### config.mk
export PLATFORM = sky130hd
export DESIGN_NAME = fp_minmax_unit
export DESIGN_NICKNAME = d
export VERILOG_FILES = /design/src/rtl/fp_minmax_pkg.sv /design/src/rtl/fp_minmax_classify.sv /design/src/rtl/fp_minmax_order.sv /design/src/rtl/fp_minmax_select.sv /design/src/rtl/fp_minmax_unit.sv
export SDC_FILE = /design/constraint.sdc
export NUM_CORES = 1
export LEC_CHECK = 0
export ABC_AREA = 1
export BUFFER_PORTS_ARGS = -buffer_cell sky130_fd_sc_hd__buf_2
export CORE_ASPECT_RATIO = 0.7
export CORE_UTILIZATION = 51
export DETAILED_ROUTE_END_ITERATION = 8
export PLACE_DENSITY = 0.91
export SYNTH_ARGS = -nofsm -noshare
export SYNTH_HDL_FRONTEND = slang
export SYNTH_HIERARCHICAL = 1
export SYNTH_SLANG_ARGS = --single-unit
### constraint.sdc
create_clock -name vclk -period 3.2
set_input_delay 0.16 -clock vclk [all_inputs]
set_output_delay 0.16 -clock vclk [all_outputs]
set_load 0.05 [all_outputs]
### src/rtl/fp_minmax_pkg.sv
`timescale 1ns/1ps
package fp_minmax_pkg;

  // Classification of one operand.
  typedef struct packed {
    logic sign;
    logic is_nan;
    logic is_snan;
    logic is_qnan;
  } fpmm_class_t;

  // Which source drives the result.
  typedef enum logic [1:0] {
    PICK_A   = 2'd0,
    PICK_B   = 2'd1,
    PICK_ORD = 2'd2
  } fpmm_pick_t;

endpackage

### src/rtl/fp_minmax_classify.sv
`timescale 1ns/1ps
module fp_minmax_classify
  import fp_minmax_pkg::*;
#(
  parameter int EXP_W = 8,
  parameter int MAN_W = 23
) (
  input  logic [EXP_W+MAN_W:0] val,
  output fpmm_class_t          cls
);
  localparam int W = 1 + EXP_W + MAN_W;

  logic [EXP_W-1:0] exp_f;
  logic [MAN_W-1:0] man_f;
  logic             exp_top;
  logic             man_nz;

  always_comb begin
    exp_f       = val[W-2:MAN_W];
    man_f       = val[MAN_W-1:0];
    exp_top     = &exp_f;
    man_nz      = |man_f;
    cls.sign    = val[W-1];
    cls.is_nan  = exp_top && man_nz;
    cls.is_qnan = exp_top && man_f[MAN_W-1];
    cls.is_snan = exp_top && man_nz && !man_f[MAN_W-1];
  end
endmodule

### src/rtl/fp_minmax_order.sv
`timescale 1ns/1ps
module fp_minmax_order #(
  parameter int W = 32
) (
  input  logic [W-1:0] a,
  input  logic [W-1:0] b,
  output logic         a_below
);
  logic         sa, sb;
  logic [W-2:0] ma, mb;
  logic         mag_lt, mag_gt;

  always_comb begin
    sa     = a[W-1];
    sb     = b[W-1];
    ma     = a[W-2:0];
    mb     = b[W-2:0];
    mag_lt = ma < mb;
    mag_gt = ma > mb;
    if (sa != sb)
      a_below = sa;          // a negative branch covers -0 below +0
    else if (!sa)
      a_below = mag_lt;
    else
      a_below = mag_gt;
  end
endmodule

### src/rtl/fp_minmax_select.sv
`timescale 1ns/1ps
module fp_minmax_select
  import fp_minmax_pkg::*;
(
  input  fpmm_class_t ca,
  input  fpmm_class_t cb,
  input  logic        num_mode,
  output fpmm_pick_t  pick
);
  always_comb begin
    if (num_mode) begin
      if (ca.is_nan)
        pick = ca.is_snan ? PICK_A : PICK_B;
      else if (cb.is_nan)
        pick = cb.is_snan ? PICK_B : PICK_A;
      else
        pick = PICK_ORD;
    end else begin
      if (ca.is_nan)
        pick = PICK_A;
      else if (cb.is_nan)
        pick = PICK_B;
      else
        pick = PICK_ORD;
    end
  end
endmodule

### src/rtl/fp_minmax_unit.sv
`timescale 1ns/1ps
module fp_minmax_unit
  import fp_minmax_pkg::*;
#(
  parameter int EXP_W = 8,
  parameter int MAN_W = 23
) (
  input  logic [EXP_W+MAN_W:0] a,
  input  logic [EXP_W+MAN_W:0] b,
  input  logic                 op_max,
  input  logic                 num_mode,
  output logic [EXP_W+MAN_W:0] result,
  output logic                 invalid
);
  localparam int W     = 1 + EXP_W + MAN_W;
  localparam int N_OPS = 2;

  logic [W-1:0] opnd [N_OPS];
  fpmm_class_t  cls  [N_OPS];
  logic         a_below;
  fpmm_pick_t   pick;
  logic [W-1:0] ordered;

  assign opnd[0] = a;
  assign opnd[1] = b;

  for (genvar g = 0; g < N_OPS; g++) begin : g_cls
    fp_minmax_classify #(.EXP_W(EXP_W), .MAN_W(MAN_W)) cls_i (
      .val (opnd[g]),
      .cls (cls[g])
    );
  end

  fp_minmax_order #(.W(W)) ord_i (
    .a       (a),
    .b       (b),
    .a_below (a_below)
  );

  fp_minmax_select sel_i (
    .ca       (cls[0]),
    .cb       (cls[1]),
    .num_mode (num_mode),
    .pick     (pick)
  );

  always_comb begin
    if (op_max)
      ordered = a_below ? b : a;
    else
      ordered = a_below ? a : b;
    unique case (pick)
      PICK_A:  result = a;
      PICK_B:  result = b;
      default: result = ordered;
    endcase
    invalid = cls[0].is_snan | cls[1].is_snan;
  end
endmodule

Word-level counts from Yosys, hierarchy flattened
Cells that the tools add are included.
{ "classes": {"magnitude_cmp": 2, "n_eq_ne": 2, "muxes": 13, "bitwise": 1, "n_reduce_logical": 11} }
{ "op_table": {"columns": ["cell", "n"], "rows": [
  ["$mux W32", 3],
  ["$pmux W32 S2", 1],
  ["$reduce_or A23 Y1", 2],
  ["$gt A31 B31 Y1", 1],
  ["$lt A31 B31 Y1", 1],
  ["$reduce_and A8 Y1", 2],
  ["$mux W2", 5],
  ["$logic_and A1 B1 Y1", 4],
  ["$mux W1", 4],
  ["$eq A2 B1 Y1 const B", 1],
  ["$logic_not A1 Y1", 2],
  ["$logic_not A2 Y1", 1],
  ["$ne A1 B1 Y1", 1],
  ["$or A1 B1 Y1", 1]
]} }
{ "word_totals": {"reg_bits": 0, "input_bits": 66, "output_inout_bits": 33, "wordCells": 29} }

Longest topological paths before layout
{ "logic_depth": {"word_depth": 9, "ltp_mapped": 23, "depth_no_buf": 22} }

Modules after synthesis
The synthesis kept the hierarchy.
{ "modules_own_cells": {"columns": ["module", "n_inst", "cells_each", "area_per_inst_um2"], "rows": [
  ["fp_minmax_order", 1, 158, 915.9],
  ["fp_minmax_unit", 1, 115, 526.8],
  ["fp_minmax_classify", 2, 30, 128.9],
  ["fp_minmax_select", 1, 8, 33.8]
]} }

Least setup slack after synthesis
OpenSTA, ideal clock, no wires.
{ "synth_timing": {"path_kind": "in2out", "start": "in b[22]", "end": "out result[0]", "t_arrival_ns": 2.061, "slack_ns": 0.979, "path_stages": 19, "n_path_buf": 1, "path_cell_list": "inv_1 ha_1 nand2_1 nor2_2 nand2_1 nor3_2 nand2_1 nand2_2 nand2_1 nand2_1 nand2_1 inv_1 inv_1 nand2_1 nand2_1 nand2_2 buf_2 nand3_1 nand2_1"} }
{ "synth_between": {"elab_cells_between_ends": 20} }
{ "synth_lines": {"columns": ["element", "line_no", "rtl"], "rows": [
  ["start: declaration", "fp_minmax_unit.sv:9", "input logic [EXP_W+MAN_W:0] b,"],
  ["$lt A31 B31 Y1 or $gt A31 B31 Y1 (tied branches)", "fp_minmax_order.sv:18, fp_minmax_order.sv:19", null],
  ["$mux W1 (*)", "fp_minmax_order.sv:22", "else if (!sa)"],
  ["$mux W1 (*)", "fp_minmax_order.sv:20", "if (sa != sb)"],
  ["named net a_below", "fp_minmax_unit.sv:20", "logic a_below;"],
  ["$mux W32 (on tied branches)", "fp_minmax_unit.sv:51, fp_minmax_unit.sv:49", null],
  ["$mux W32 (*)", "fp_minmax_unit.sv:48", "if (op_max)"],
  ["$pmux W32 S2 (*)", "fp_minmax_unit.sv:52", "unique case (pick)"],
  ["end: declaration", "fp_minmax_unit.sv:12", "output logic [EXP_W+MAN_W:0] result,"]
]} }
Mark *: on every way through the listed nets, which the timed path passes. The rest lies on a longest branch.

Worst setup path after layout
{ "layout_timing": {"start": "in b[22]", "end": "out result[31]"} }
The elaborated chain is that of the path after synthesis.

==> out/results.md <==
| Metric | This run |
|---|---|
| Unrepaired setup endpoints after global routing | false |
| Timing startpoint of the critical path | b[22] |
| Number of buffer cells added on primary ports | 99 |
| Total setup violations reported at the end of the flow | 0 |
| Number of sequential cells | 0 |
| Total routed wirelength | 4.960 mm |
| Placed wire-length estimate after detailed placement | 4.266 mm |
| Hold-fix buffer count after cts | 0 |
| Multi-input logic area | 1421 um2 |
| Avg Cell Area, Syn | 5.057 um2 |
| Part of the power in the clock network | 0 |
| DR vias | 2317 |
| Combinational share of power | 1.000 |
| Worst Tran Pin Value | 543.4 ps |
| Post-route core utilization | 0.6944 |
| Share of post-route cells with drive strength above 1 | 0.2681 |
| Final hold violations | 0 |
| Grt ovf | 0 |
| Initial cell density of the core | 0.5377 |
| Ratio of total power to cell area | 257.0 nW/um2 |
| Syn Nets | 434 |
| Wire length of the first global-routing pass | 8.273 mm |
| Worst vdd ir | 0.0001454 V |
| Total chip power | 565.7 uW |
| Count of max-cap constraint violations | 0 |
| Worst endpoint data arrival time | 2680 ps |
| Number of non-filler instances in the completed layout | 467 |
| Core area | 3169 um2 |
| Int Pwr | 154.1 uW |
| Run status | finished with violations |
| Chip height | 50.37 um |
| Switching share of total power | 0.7276 |
| Worst path required time | 3040 ps |
| Worst setup SP type | primary input |
| Worst slew slack as a fraction of its limit | 0.6365 |
| Maximum fanout along the worst path | 26 |
| Number of design-rule violations left by the first detailed-router iteration | 122 |
| Die footprint | 3580 um2 |
| LEAKAGE | 0.001513 uW |
| Remaining routing DRC violations | 6 |
| Number of search-and-repair iterations in the first detailed-routing pass | 7 |
| Violations in the final reports | DRC |
| Share of the cycle needed by the critical path after routing | 0.8866 |
| Final routed wire length divided by cell count | 10.62 um |
| HP Start | a[2] |
| DIE WIDTH | 71.09 um |
| Post-CTS Setup Repair Bufs | 0 |
| Time the worst path needs with I/O delays and setup | 2837 ps |
| CTS resizes | 0 |
| Cells after synthesis | 337 |
| Final ANT Viol Nets | 0 |
| Vias in the first global route | 1995 |
| Total global routing track utilization | 0.2769 |
| Clkbuf count | 0 |
| Final setup TNS | 0 ps |
| Type of the worst setup path | in -> out |
| Syn-to-layout area delta | 29.15% |
| Min-Delay Path Class | in -> out |
| Number of nets in the final layout | 528 |
| Sequential cell area in the final layout | 0 um2 |
| DP Cell Count | 467 |
| Boundary pin count | 99 |
| Largest net degree at the start of global routing | 33 |
| Highest attainable clock frequency | 0.3525 GHz |
| Yosys warning count | 6 |
| Number of antenna violations at the first check in global routing | 0 |
| Weighted congestion reported at the end of routability-driven placement | 0.8941 |
| Filler Cell Count | 294 |
| Crit end category | output port |
| Reg power frac | 0 |
| Ratio of routed vias to standard cells | 4.961 |
| Slew Limit Fails | 0 |
| Switching power of the nets | 411.6 uW |
| Placement row count | 17 |
| Inserted Diodes | 0 |
| Mapped Area | 1704 um2 |
worst max-delay path: stages:
cell and delay [ps]:
sky130_fd_sc_hd__buf_2 130, sky130_fd_sc_hd__inv_1 50, sky130_fd_sc_hd__ha_1 290, sky130_fd_sc_hd__nand2_1 80, sky130_fd_sc_hd__nor2_2 140, sky130_fd_sc_hd__nand2_1 80, sky130_fd_sc_hd__nor3_2 170, sky130_fd_sc_hd__nand2_1 80
sky130_fd_sc_hd__nand2_2 60, sky130_fd_sc_hd__nand2_1 50, sky130_fd_sc_hd__nand2_1 50, sky130_fd_sc_hd__nand2_1 40, sky130_fd_sc_hd__inv_1 70, sky130_fd_sc_hd__inv_1 40, sky130_fd_sc_hd__nand2_1 50, sky130_fd_sc_hd__nand2_1 60
sky130_fd_sc_hd__nand2_2 410, sky130_fd_sc_hd__buf_4 250, sky130_fd_sc_hd__nand3_1 80, sky130_fd_sc_hd__nand2_1 70, sky130_fd_sc_hd__buf_2 250
layout make-up:
class | instances | area share
tap | 38 | 0.02160
multi-input combinational | 270 | 0.6458
inverter | 57 | 0.09721
timing repair buffer | 102 | 0.2354
power by group through the flow:
stage,combinational (uW),clock (uW),sequential (uW)
6_report,566,0,0
5_1_grt,614,0,0
4_1_cts,563,0,0
3_5_place_dp,561,0,0
3_3_place_gp,552,0,0
2_1_floorplan,417,0,0
through the flow:
stage	area, um2	hold WS (ps)	worst slack, ps
finish	2201	726.9	362.9
global route	2201	743.6	107.5
CTS	2201	728.8	391.8
detailed placement	2201	728.3	398.9
global placement	2201	725.8	464.8
floorplan	1704	639.2	979.2
final timing paths:
kind	end	cells after the start
max	result[31]	21
min	result[2]	4
cells in the final DEF (no fill, tap or decap), drive strengths merged, types with 2 or more instances in the layout:
cell type,instances
nand2,137
buf,102
inv,57
nor2,42
nand3,39
ha,31
a21oi,10
nand4,4
a21o,2
or2,2
nor3,2
layer usage:
metal,up-vias,share of wire,track usage
li1,1227,-,-
met1,997,0.48,0.3931
met2,93,0.45,0.4904
met3,0,0.068,0.004016
met4,0,0,0.02000
met5,-,0,0
Note: power is estimated with default switching activity, not from simulation.
